File: src/rtl/ctm_pkg.sv
// Package: shared register-select encoding and control field positions
// for the tick/compare timer. Assumes a 2-bit select on the write port.
package ctm_pkg;
    typedef enum logic [1:0] {
        SEL_COUNT   = 2'd0,
        SEL_COMPARE = 2'd1,
        SEL_CTRL    = 2'd2,
        SEL_NONE    = 2'd3
    } reg_sel_e;

    localparam int FREEZE_BIT = 0;
    localparam int ROUTE_LSB  = 1;
endpackage

File: src/rtl/ctm_counter.sv
// Module: the free-running counter. It loads on a write and otherwise
// adds one per cycle unless frozen. It assumes that the load takes
// priority over the increment. It exports the incremented value and an
// advance flag so that the match logic can see a step before it lands.
module ctm_counter #(
    parameter int CNT_W = 32
) (
    input  logic             clk,
    input  logic             rst_n,
    input  logic             load,
    input  logic [CNT_W-1:0] load_val,
    input  logic             freeze,
    output logic [CNT_W-1:0] cnt_q,
    output logic [CNT_W-1:0] cnt_inc,
    output logic             adv
);
    // Purpose: next value and whether this edge is an increment.
    always_comb begin
        cnt_inc = cnt_q + CNT_W'(1);
        adv     = !load && !freeze;
    end

    // Purpose: counter register with load priority over increment.
    always_ff @(posedge clk) begin
        if (!rst_n)
            cnt_q <= '0;
        else if (load)
            cnt_q <= load_val;
        else if (adv)
            cnt_q <= cnt_inc;
    end
endmodule

File: src/rtl/ctm_pending.sv
// Module: holds the compare value and the sticky pending flag. It
// assumes that a match counts only when an increment lands on the compare
// value. A compare write clears the flag and wins over a match on the
// same edge.
module ctm_pending #(
    parameter int CNT_W = 32
) (
    input  logic             clk,
    input  logic             rst_n,
    input  logic             cmp_wr,
    input  logic [CNT_W-1:0] cmp_wdata,
    input  logic             adv,
    input  logic [CNT_W-1:0] cnt_inc,
    output logic [CNT_W-1:0] cmp_q,
    output logic             pend_q
);
    logic hit;

    // Purpose: detect an increment that lands on the compare value.
    always_comb hit = adv && (cnt_inc == cmp_q);

    // Purpose: compare register.
    always_ff @(posedge clk) begin
        if (!rst_n)
            cmp_q <= '0;
        else if (cmp_wr)
            cmp_q <= cmp_wdata;
    end

    // Purpose: sticky pending flag, cleared only by a compare write.
    always_ff @(posedge clk) begin
        if (!rst_n)
            pend_q <= 1'b0;
        else if (cmp_wr)
            pend_q <= 1'b0;
        else if (hit)
            pend_q <= 1'b1;
    end
endmodule

File: src/rtl/ctm_router.sv
// Module: steers the pending request onto one of 2**ROUTE_W lines. It
// is purely combinational, so a route change moves the request at once.
module ctm_router #(
    parameter int ROUTE_W = 3,
    localparam int LINES  = 1 << ROUTE_W
) (
    input  logic               pend,
    input  logic [ROUTE_W-1:0] route,
    output logic [LINES-1:0]   irq
);
    // Purpose: one decoder slice per interrupt line.
    for (genvar i = 0; i < LINES; i++) begin : g_line
        assign irq[i] = pend && (route == ROUTE_W'(i));
    end
endmodule

File: src/rtl/tick_compare_timer.sv
// Module: top of the tick/compare timer. It decodes the write port,
// holds the control register (freeze bit, routing field) and ties the
// counter, match and router together. It assumes one register write
// per cycle and a synchronous active-low reset.
module tick_compare_timer #(
    parameter int CNT_W        = 32,
    parameter int ROUTE_W      = 3,
    parameter bit PEND_FLAG_EN = 1'b1
) (
    input  logic                      clk,
    input  logic                      rst_n,
    input  logic                      wr_en,
    input  logic [1:0]                wr_sel,
    input  logic [CNT_W-1:0]          wr_data,
    output logic [CNT_W-1:0]          count_o,
    output logic [(1<<ROUTE_W)-1:0]   irq_o,
    output logic                      pend_flag_o
);
    import ctm_pkg::*;

    logic               cnt_wr, cmp_wr, ctl_wr;
    logic               freeze_q;
    logic [ROUTE_W-1:0] route_q;
    logic [CNT_W-1:0]   cnt_q, cnt_inc, cmp_q;
    logic               adv, pend_q;

    // Purpose: decode the register select into per-register strobes.
    always_comb begin
        cnt_wr = wr_en && (reg_sel_e'(wr_sel) == SEL_COUNT);
        cmp_wr = wr_en && (reg_sel_e'(wr_sel) == SEL_COMPARE);
        ctl_wr = wr_en && (reg_sel_e'(wr_sel) == SEL_CTRL);
    end

    // Purpose: control register holding the freeze bit and routing field.
    always_ff @(posedge clk) begin
        if (!rst_n) begin
            freeze_q <= 1'b0;
            route_q  <= '0;
        end else if (ctl_wr) begin
            freeze_q <= wr_data[FREEZE_BIT];
            route_q  <= wr_data[ROUTE_LSB +: ROUTE_W];
        end
    end

    ctm_counter #(.CNT_W(CNT_W)) u_cnt (
        .clk      (clk),
        .rst_n    (rst_n),
        .load     (cnt_wr),
        .load_val (wr_data),
        .freeze   (freeze_q),
        .cnt_q    (cnt_q),
        .cnt_inc  (cnt_inc),
        .adv      (adv)
    );

    ctm_pending #(.CNT_W(CNT_W)) u_pend (
        .clk       (clk),
        .rst_n     (rst_n),
        .cmp_wr    (cmp_wr),
        .cmp_wdata (wr_data),
        .adv       (adv),
        .cnt_inc   (cnt_inc),
        .cmp_q     (cmp_q),
        .pend_q    (pend_q)
    );

    ctm_router #(.ROUTE_W(ROUTE_W)) u_route (
        .pend  (pend_q),
        .route (route_q),
        .irq   (irq_o)
    );

    assign count_o = cnt_q;

    // Purpose: pick whether the pending flag is exported as status.
    if (PEND_FLAG_EN) begin : g_flag
        assign pend_flag_o = pend_q;
    end else begin : g_noflag
        assign pend_flag_o = 1'b0;
    end
endmodule

File: config.mk
export PLATFORM = sky130hd
export DESIGN_NAME = tick_compare_timer
export DESIGN_NICKNAME = d
export VERILOG_FILES = /design/src/rtl/ctm_pkg.sv /design/src/rtl/ctm_counter.sv /design/src/rtl/ctm_pending.sv /design/src/rtl/ctm_router.sv /design/src/rtl/tick_compare_timer.sv
export SDC_FILE = /design/constraint.sdc
export NUM_CORES = 1
export LEC_CHECK = 0
export BUFFER_PORTS_ARGS = -buffer_cell sky130_fd_sc_hd__buf_2
export CORE_MARGIN = 2
export CORE_UTILIZATION = 25
export DETAILED_ROUTE_END_ITERATION = 10
export SLEW_MARGIN = 5
export SYNTH_ARGS = -nofsm -noshare
export SYNTH_HDL_FRONTEND = slang
export SYNTH_SLANG_ARGS = --single-unit
export TNS_END_PERCENT = 30
File: constraint.sdc
create_clock -name clk -period 2.21 [get_ports clk]
set_input_delay 0.3315 -clock clk [delete_from_list [all_inputs] [get_ports clk]]
set_output_delay 0.3315 -clock clk [all_outputs]
set_load 0.02 [all_outputs]
==> results.yml, run 1 <==
outcome:
  run_status: "finished, final reports clean"
global_routing:
  grt-ovfl-total: 0
  grt_first_pass_wirelength_um: 20500
  globalRouteTotalUtil_pct: 14.7
  pin_count_of_the_biggest_net_entering_global_routing: 64
  via_count_of_the_first_global_routing_pass: 3907
  antenna_found_initial: 0
worst_setup_path:
  timing.critical_path.cells: "ha_4 -> nand3_4 -> nor4_4 -> nand3_2 -> or3_4 -> a2111oi_4 -> nand4_1 -> o21ai_1"
  r2r.worst_path.cells: 8
  reg2reg_setup_slack_ns: 0.07
  worst-setup-path-type: "flip-flop to flip-flop"
  cp-start-kind: "flip-flop"
  arrival_ns: 2.42
  timing.critical_path.to_type: "flip-flop"
  critPathBufInv: 0
  critical_path_peak_fanout: 8
  r2r_end: "u_pend.pend_q"
  required_ns: 2.49
  r2r_start: "u_cnt.cnt_q[1]"
  critical-path-max-stage-delay_ns: 0.41
  crit_family: "simple AND/OR/NAND/NOR gates"
  crit_slowest_cell: "sky130_fd_sc_hd__or3_4"
yosys:
  yosysWarningCount: 0
  synthDistinctLibCells: 52
  netlist_area_um2: 4070
  mappedNetlistNets: 560
  syn_area_per_cell_um2: 7.79
  postSynthCellCount: 522
  ys_async_sr_fraction_pct: 0
  synth_enable_flop_cells: 0
  ys_seq_elements: 69
  synth-main-ff-cell: "sky130_fd_sc_hd__dfxtp_1"
  sequential_area_share_after_synthesis_pct: 33.9
power:
  total_power_mw: 3.32
  power.ir.vdd_worst_mv: 0.365
  power.density_cell_area_nw_per_um2: 622
  p_leak_nw: 2.04
sta:
  worst_pin_slew_ns: 0.638
  setup_repair_after_global_routing_missed_its_margin: "true"
  timing.final.hold_violations: 0
  pins_over_slew_limit: 0
  relSlewSlack_pct: 57.5
  setup_tns_ns: 0
  setup_viol: 0
  final_period_minus_worst_setup_slack_ns: 2.14
  layout_worst_path_cycle_share_pct: 96.9
  fin_worst_skew_ns: 0.00653
  max_freq_mhz: 467
drt:
  post-route-drc-count: 0
  routed_wire_per_std_cell_um: 14.6
  routed-via-count: 3970
  drt_first_pass_iters: 4
  detail_route.vias_per_cell: 4.72
  first_iter_violations: 241
  route.antenna.remaining_nets: 0
  postRouteWirelength_um: 12300
hold_path:
  hold_path_class: "primary input to flip-flop"
  hold_end: "u_pend.cmp_q[10]"
  min_path_cells: 3
  hp-start: "wr_data[10]"
cts:
  htree_num_levels: 3
  clock_sinks: 69
  cts_tree: "done"
  clkLatencyLatePin_ns: 0.34
  clkSlewWorstSetupHoldPaths_ns: 0.06
  cts_buffer_depth: 2
  cts-root-buf: "sky130_fd_sc_hd__clkbuf_16"
  cts-buffers-inserted: 9
die:
  die_area_um2: 17300
  core-area_um2: 15900
  floorplan.die.height_um: 132
  rows: 46
  start_util_pct: 25.6
  design.portCount: 78
  dieWidth_um: 132
cells_and_area:
  drive_above_1_share_pct: 28.3
  nNetsFinal: 658
  mostFrequentLayoutCells: "sky130_fd_sc_hd__nand2_1, sky130_fd_sc_hd__buf_2, sky130_fd_sc_hd__nor2_1"
  areaGrowthSynthToFinish_pct: 31.0
  antenna-diode-count: 0
  fin_util_pct: 33.6
  final_common_cell: "sky130_fd_sc_hd__nand2_1"
run:
  max-cap-violations: 0
place:
  placement.io_buffers: 77
  gp_congestion: 0.805
  dp.final_hpwl_um: 9130
==> power breakdown <==
| group | internal, mW | switching, mW |
|---|---|---|
| sequential | 1.30 | 0.0551 |
| clock | 0.882 | 0.548 |
| combinational | 0.228 | 0.301 |
| total | 2.41 | 0.904 |
==> worst max path at each step <==
stage                              start       endpoint  slack [ns]  cells past startpoint
final                     u_cnt.cnt_q[1]  u_pend.pend_q        0.07                      8
after global routing      u_cnt.cnt_q[1]  u_pend.pend_q       -0.05                      8
after CTS                 u_cnt.cnt_q[7]  u_pend.pend_q        0.05                      7
after detailed placement  u_cnt.cnt_q[1]  u_pend.pend_q       0.004                      7
after global placement    u_cnt.cnt_q[1]  u_pend.pend_q        0.07                      7
after floorplan           u_cnt.cnt_q[4]  u_pend.pend_q       0.006                      8
==> synth_stat cells (2+ instances only) <==
master	number	share of area, %
sky130_fd_sc_hd__xor2_1	19	4.1
sky130_fd_sc_hd__nand2_1	81	7.5
sky130_fd_sc_hd__xnor2_1	54	12
sky130_fd_sc_hd__and3b_1	2	0.43
sky130_fd_sc_hd__buf_2	10	1.2
sky130_fd_sc_hd__o22ai_1	2	0.31
sky130_fd_sc_hd__and3_1	5	0.77
sky130_fd_sc_hd__nand3_2	3	0.74
sky130_fd_sc_hd__or3_1	3	0.46
sky130_fd_sc_hd__a211oi_1	29	5.4
sky130_fd_sc_hd__nor2b_1	2	0.31
sky130_fd_sc_hd__nand3_1	13	1.6
sky130_fd_sc_hd__dfxtp_1	69	34
sky130_fd_sc_hd__mux2i_1	6	1.5
sky130_fd_sc_hd__nor3_1	15	1.8
sky130_fd_sc_hd__a31oi_1	3	0.46
sky130_fd_sc_hd__nor4_1	7	1.1
sky130_fd_sc_hd__o21ai_0	11	1.4
sky130_fd_sc_hd__a311oi_1	2	0.43
sky130_fd_sc_hd__inv_1	2	0.18
sky130_fd_sc_hd__nand3b_1	5	0.92
sky130_fd_sc_hd__and4_1	7	1.5
sky130_fd_sc_hd__clkbuf_1	29	2.7
sky130_fd_sc_hd__nand4_1	13	2.0
sky130_fd_sc_hd__nor2_1	57	5.3
sky130_fd_sc_hd__a21oi_1	36	4.4
sky130_fd_sc_hd__nor3b_1	5	0.92
sky130_fd_sc_hd__o211ai_1	4	0.74
sky130_fd_sc_hd__nand2b_1	3	0.46
sky130_fd_sc_hd__or4_1	3	0.55
==> metrics by stage <==
stage / cell area, um2 / instances / setup WS, ns / hold WS (ns)
6_report: 5330 / 841 / 0.0679 / 0.235
5_1_grt: 5330 / 841 / -0.0507 / 0.237
4_1_cts: 5300 / 840 / 0.0489 / 0.227
3_5_place_dp: 5000 / 824 / 0.00410 / 0.459
3_3_place_gp: 5000 / 824 / 0.0749 / 0.454
2_1_floorplan: 4160 / 522 / 0.00587 / 0.448
==> metal layers <==
metal / up-vias / part of all wire (%) / track usage [%]
li1: 2031 / - / -
met1: 1855 / 47 / 18.6
met2: 67 / 46 / 23.9
met3: 17 / 5.2 / 4.90
met4: 0 / 1.6 / 4.23
met5: - / 0 / 0
==> sequential cells by signal, summed over array words and instances, names as in the netlist <==
signal,flops
route_q,3
u_pend.cmp_q,32
u_cnt.cnt_q,32
freeze_q,1
u_pend.pend_q,1
==> tightest hold or removal path: stages <==
cell	delay, ns
sky130_fd_sc_hd__buf_2	0.10
sky130_fd_sc_hd__nand2_1	0.05
sky130_fd_sc_hd__a21oi_1	0.05
==> layout make-up <==
cell class | count | area, um2
Tap cell | 216 | 270
Fill cell | 1732 | 10600
Clock buffer | 14 | 284
Timing Repair Buffer | 127 | 773
Multi-Input combinational cell | 410 | 2560
Sequential cell | 69 | 1410
Inverter | 3 | 11.3
Clock inverter | 2 | 15.0
==> cells by family after synthesis <==
logic type,after synthesis,synth area share [%]
AO/OA/AOI/OAI,97,15.4
XOR/XNOR,73,15.7
adder cells (fa/ha/maj),1,0.307
buffers and inverters,43,4.30
flip-flops,69,33.9
multiplexers,6,1.48
AND/OR/NAND/NOR,233,28.8
==> timing repair <==
item / in CTS / in global routing
pin swaps: 0 / 1
gates resized for setup: 1 / 3
hold buffers: 0 / 0
buffers inserted: 0 / 1
endpoints found under the setup margin: 1 / 3
(Power assumes the default switching activity.)
==> inputs of run 2 (changes only) <==
--- a/config.mk
+++ b/config.mk
@@ -9,6 +9,7 @@
 export CORE_MARGIN = 2
 export CORE_UTILIZATION = 25
 export DETAILED_ROUTE_END_ITERATION = 10
+export PLACE_DENSITY = 0.48
 export SLEW_MARGIN = 5
 export SYNTH_ARGS = -nofsm -noshare
 export SYNTH_HDL_FRONTEND = slang
==> results.yml, run 2 (synthesis gave the netlist of run 1 again) <==
outcome:
  run_status: "finished, final reports clean"
cells_and_area:
  multi_input_area_um2: 2580
  areaGrowthSynthToFinish_pct: 31.3
  layout.cells.non_filler: 839
  antenna-diode-count: 0
  fill_cells: 1736
  final_common_cell: "sky130_fd_sc_hd__nand2_1"
  mostFrequentLayoutCells: "sky130_fd_sc_hd__nand2_1, sky130_fd_sc_hd__buf_2, sky130_fd_sc_hd__nor2_1"
  largest_registers: "u_cnt.cnt_q: 32 flops, u_pend.cmp_q: 32 flops, route_q: 3 flops"
  final-seq-area_um2: 1410
  nNetsFinal: 656
  drive_above_1_share_pct: 28.4
sta:
  pins_over_slew_limit: 0
  relSlewSlack_pct: 55.5
  final_period_minus_worst_setup_slack_ns: 2.14
  setup_viol: 0
  whs_ns: 0.236
  setup_repair_after_global_routing_missed_its_margin: "true"
  timing.final.hold_violations: 0
  layout_worst_path_cycle_share_pct: 96.9
  setup_tns_ns: 0
  worst_pin_slew_ns: 0.667
  max_freq_mhz: 467
  fin_worst_skew_ns: 0.00776
power:
  p_leak_nw: 2.05
  cellInternalPower_mw: 2.52
  p_sw_mw: 0.940
  share_seq_of_total_power_pct: 39.3
  power.share.combinational_pct: 15.5
  power.density_cell_area_nw_per_um2: 647
  total_power_mw: 3.46
  power.ir.vdd_worst_mv: 0.315
  share_clk_of_total_power_pct: 45.3
  power.switching_fraction_pct: 27.2
global_routing:
  via_count_of_the_first_global_routing_pass: 3982
  antenna_found_initial: 0
  pin_count_of_the_biggest_net_entering_global_routing: 64
  grt_first_pass_wirelength_um: 21100
  globalRouteTotalUtil_pct: 15.2
  grt-ovfl-total: 0
cts:
  cts_buffer_depth: 2
  cts-buffers-inserted: 9
  clkSlewWorstSetupHoldPaths_ns: 0.06
  holdBufCountCts: 0
  cts_tree: "done"
  htree_num_levels: 3
  clock_sinks: 69
  cts-root-buf: "sky130_fd_sc_hd__clkbuf_16"
  clkLatencyLatePin_ns: 0.34
die:
  floorplan.die.height_um: 132
  dieWidth_um: 132
  design.portCount: 78
  rows: 46
  core-area_um2: 15900
  die_area_um2: 17300
  start_util_pct: 25.6
run:
  max-cap-violations: 0
hold_path:
  hold_path_class: "primary input to flip-flop"
  hp-start: "wr_data[10]"
worst_setup_path:
  cp-start-kind: "flip-flop"
  critical_path_peak_fanout: 6
  arrival_ns: 2.42
  r2r_start: "u_cnt.cnt_q[1]"
  worst-setup-path-type: "flip-flop to flip-flop"
  timing.critical_path.to_type: "flip-flop"
  cp-startpoint: "u_cnt.cnt_q[1]"
  required_ns: 2.48
drt:
  first_iter_violations: 231
  routed-via-count: 3985
  drt_first_pass_iters: 4
  detail_route.vias_per_cell: 4.75
  postRouteWirelength_um: 12900
  post-route-drc-count: 0
  routed_wire_per_std_cell_um: 15.4
  route.antenna.remaining_nets: 0
place:
  numPlacedInstances: 820
  gp_congestion: 0.816
  placement.io_buffers: 77
  dp.final_hpwl_um: 9430
run 2: metrics by stage:
step / util [%] / area, um2 / worst slack, ns
3_3_place_gp: 31.2 / 4960 / 0.0426
4_1_cts: 33.3 / 5290 / 0.00457
2_1_floorplan: - / 4160 / 0.00587
5_1_grt: 33.6 / 5340 / -0.0749
6_report: 33.6 / 5340 / 0.0694
3_5_place_dp: 31.2 / 4960 / 0.0134
run 2: final timing paths:
kind              slack (ns)                to  depth (start not counted)
setup reg to reg        0.07     u_pend.pend_q                          8
hold / removal          0.24  u_pend.cmp_q[10]                          3
setup / recovery        0.07     u_pend.pend_q                          8
hold reg to reg         0.47   u_pend.cmp_q[7]                          2
run 2: power by group through the flow:
stage	combinational, mW	sequential (mW)	clock (mW)
final	0.535	1.36	1.57
after global routing	0.591	1.37	1.66
after CTS	0.536	1.36	1.60
after detailed placement	0.533	1.39	0
after global placement	0.532	1.38	0
after floorplan	0.288	1.43	0
run 2: worst max-delay path: stages, from the launching register on:
cell and delay [ns]:
sky130_fd_sc_hd__dfxtp_4 0.38, sky130_fd_sc_hd__nand4_1 0.14, sky130_fd_sc_hd__buf_4 0.20, sky130_fd_sc_hd__nor4_4 0.28, sky130_fd_sc_hd__nand3_2 0.12, sky130_fd_sc_hd__or4_1 0.50, sky130_fd_sc_hd__a21oi_1 0.19, sky130_fd_sc_hd__nand4_1 0.12
sky130_fd_sc_hd__o21ai_1 0.14
run 2: routing by layer:
metal,up-vias,part of all wire (%),GRT usage [%]
met5,-,0,0
met4,0,0.94,3.50
met3,8,4.1,4.55
met2,66,48,25.7
met1,1885,47,19.0
li1,2026,-,-
run 2: cell type report:
type,count,area share (%)
flip-flops and latches,69,26.4
multi-input cells,410,48.4
clock buffers,10,4.29
clock inverters,6,1.66
repair buffers,125,14.0
inverters,3,0.211
well taps,216,5.06
run 2: what timing repair did:
item                       4_1_cts  5_1_grt
setup buffers                    0        3
resized for setup                2        5
pin swaps                        0        6
setup endpoints to repair        1        4
==> inputs of run 3 (changes only) <==
==> constraint.sdc (replaced) <==
create_clock -name clk -period 1.79 [get_ports clk]
set_input_delay 0.2685 -clock clk [delete_from_list [all_inputs] [get_ports clk]]
set_output_delay 0.2685 -clock clk [all_outputs]
set_load 0.02 [all_outputs]
==> results.yml, run 3 (synthesis gave the netlist of run 1 again) <==
outcome:
  run_status: "complete, but fails checks"
  failed_checks: "negative setup slack"
cells_and_area:
  largest_registers: "u_cnt.cnt_q: 32 flops, u_pend.cmp_q: 32 flops, route_q: 3 flops"
  fin_util_pct: 37.5
  layout.cells.non_filler: 881
  nNetsFinal: 698
  mostFrequentLayoutCells: "sky130_fd_sc_hd__buf_4, sky130_fd_sc_hd__nand2_1, sky130_fd_sc_hd__buf_2"
  final_common_cell: "sky130_fd_sc_hd__buf_4"
  fill_cells: 1666
  antenna-diode-count: 0
  drive_above_1_share_pct: 38.5
  areaGrowthSynthToFinish_pct: 46.5
drt:
  postRouteWirelength_um: 13400
  detail_route.vias_per_cell: 4.74
  routed_wire_per_std_cell_um: 15.2
  route.antenna.remaining_nets: 0
  drt_first_pass_iters: 5
  post-route-drc-count: 0
  first_iter_violations: 184
  routed-via-count: 4180
worst_setup_path:
  required_ns: 1.98
  critPathBufInv: 2
  timing.critical_path.cells: "nand4_1 -> or4_4 -> buf_8 -> buf_4 -> nor2_4 -> nand3_1 -> nor2_1 -> xnor2_1 -> a211oi_1"
  worst-setup-path-type: "flip-flop to flip-flop"
  timing.critical_path.to_type: "flip-flop"
  arrival_ns: 2.27
  critical_path_peak_fanout: 6
  crit_slowest_cell: "sky130_fd_sc_hd__or4_4"
  r2r.worst_path.cells: 9
  crit_family: "simple AND/OR/NAND/NOR gates"
  cp-start-kind: "flip-flop"
  critical-path-max-stage-delay_ns: 0.56
  critical_path_cell_count: 9
global_routing:
  via_count_of_the_first_global_routing_pass: 4202
  globalRouteTotalUtil_pct: 15.5
  pin_count_of_the_biggest_net_entering_global_routing: 64
  grt_first_pass_wirelength_um: 21500
  grt-ovfl-total: 0
  antenna_found_initial: 0
power:
  power.switching_fraction_pct: 28.7
  share_seq_of_total_power_pct: 41.5
  power.ir.vdd_worst_mv: 0.444
  p_sw_mw: 1.15
  total_power_mw: 4.01
  power.share.combinational_pct: 18.7
  power.density_cell_area_nw_per_um2: 673
  cellInternalPower_mw: 2.86
  share_clk_of_total_power_pct: 39.8
  p_leak_nw: 2.32
cts:
  holdBufCountCts: 0
  clock_sinks: 69
  htree_num_levels: 3
  cts_tree: "done"
  cts-root-buf: "sky130_fd_sc_hd__clkbuf_16"
  cts-buffers-inserted: 9
  clkSlewWorstSetupHoldPaths_ns: 0.06
  cts_buffer_depth: 2
  clkLatencyLatePin_ns: 0.35
die:
  floorplan.die.height_um: 132
  rows: 46
  core-area_um2: 15900
  start_util_pct: 25.6
  die_area_um2: 17300
  design.portCount: 78
  dieWidth_um: 132
sta:
  worst_pin_slew_ns: 0.705
  timing.final.hold_violations: 0
  worst_slack_ns: -0.285
  fin_worst_skew_ns: 0.00904
  setup_viol: 9
  layout_worst_path_cycle_share_pct: 116
  max_freq_mhz: 482
  final_period_minus_worst_setup_slack_ns: 2.07
  setup_repair_after_global_routing_missed_its_margin: "true"
  pins_over_slew_limit: 0
  setup_tns_ns: -1.37
  relSlewSlack_pct: 53.0
place:
  gp_congestion: 0.834
  placement.io_buffers: 77
  numPlacedInstances: 860
  dp.final_hpwl_um: 9710
hold_path:
  min_path_cells: 3
  hold_path_class: "primary input to flip-flop"
run:
  max-cap-violations: 0
-- run 3: cell count changes in the layout (fill, tap and decap cells not counted), sizes merged --
cell,previous run,this run
buf,125,167
bufinv,2,0
clkinvlp,2,0
clkbuf,10,13
clkinv,2,3
-- run 3: area by class of cell --
type                       count  area, um2  area share [%]
multi-input combinational    410       2880            48.3
sequential                    69       1430            24.0
timing repair buffer         167       1120            18.7
tap                          216        270            4.53
clock buffer                  13        240            4.03
clock inverter                 3       12.5           0.210
inverter                       3       11.3           0.189
-- run 3: worst paths after layout --
path	startpoint	slack [ns]	endpoint
worst max-delay path	u_cnt.cnt_q[1]	-0.28	u_cnt.cnt_q[23]
worst min-delay path	wr_data[16]	0.17	u_pend.cmp_q[16]
worst max register to register	u_cnt.cnt_q[1]	-0.28	u_cnt.cnt_q[23]
worst min register to register	u_pend.cmp_q[25]	0.47	u_pend.cmp_q[25]
-- run 3: worst reg2reg max path: stages (launching register included) --
cell and delay [ns]:
sky130_fd_sc_hd__dfxtp_4 0.36, sky130_fd_sc_hd__nand4_1 0.14, sky130_fd_sc_hd__or4_4 0.56, sky130_fd_sc_hd__buf_8 0.17, sky130_fd_sc_hd__buf_4 0.14, sky130_fd_sc_hd__nor2_4 0.11, sky130_fd_sc_hd__nand3_1 0.08, sky130_fd_sc_hd__nor2_1 0.16
sky130_fd_sc_hd__xnor2_1 0.13, sky130_fd_sc_hd__a211oi_1 0.08
-- run 3: power by group through the flow --
stage	logic (mW)	clock network, mW	registers (mW)
floorplan	0.359	0	1.76
global placement	0.707	0	1.69
detailed placement	0.708	0	1.70
CTS	0.735	1.65	1.67
global route	0.813	1.71	1.67
finish	0.749	1.60	1.66
-- run 3: metrics by stage --
| step | worst slack, ns | hold slack, ns | area, um2 |
|---|---|---|---|
| 6_report | -0.285 | 0.169 | 5960 |
| 5_1_grt | -0.417 | 0.179 | 5960 |
| 4_1_cts | -0.256 | 0.157 | 5810 |
| 3_5_place_dp | -0.346 | 0.461 | 5320 |
| 3_3_place_gp | -0.339 | 0.456 | 5320 |
| 2_1_floorplan | -0.357 | 0.404 | 4200 |
-- run 3: routing by layer --
layer  global-route usage, %  up-vias  share of wire (%)
met5                       0        -                  0
met1                    20.9     1966                 48
met3                    2.74       14                4.7
met2                    24.3       92                 45
met4                    6.70        0                1.8
li1                        -     2108                  -
-- run 3: timing repair --
| item | CTS | global route |
|---|---|---|
| pin swaps | 16 | 15 |
| setup buffers | 3 | 3 |
| setup endpoints to repair | 20 | 24 |
| gates resized for setup | 36 | 29 |
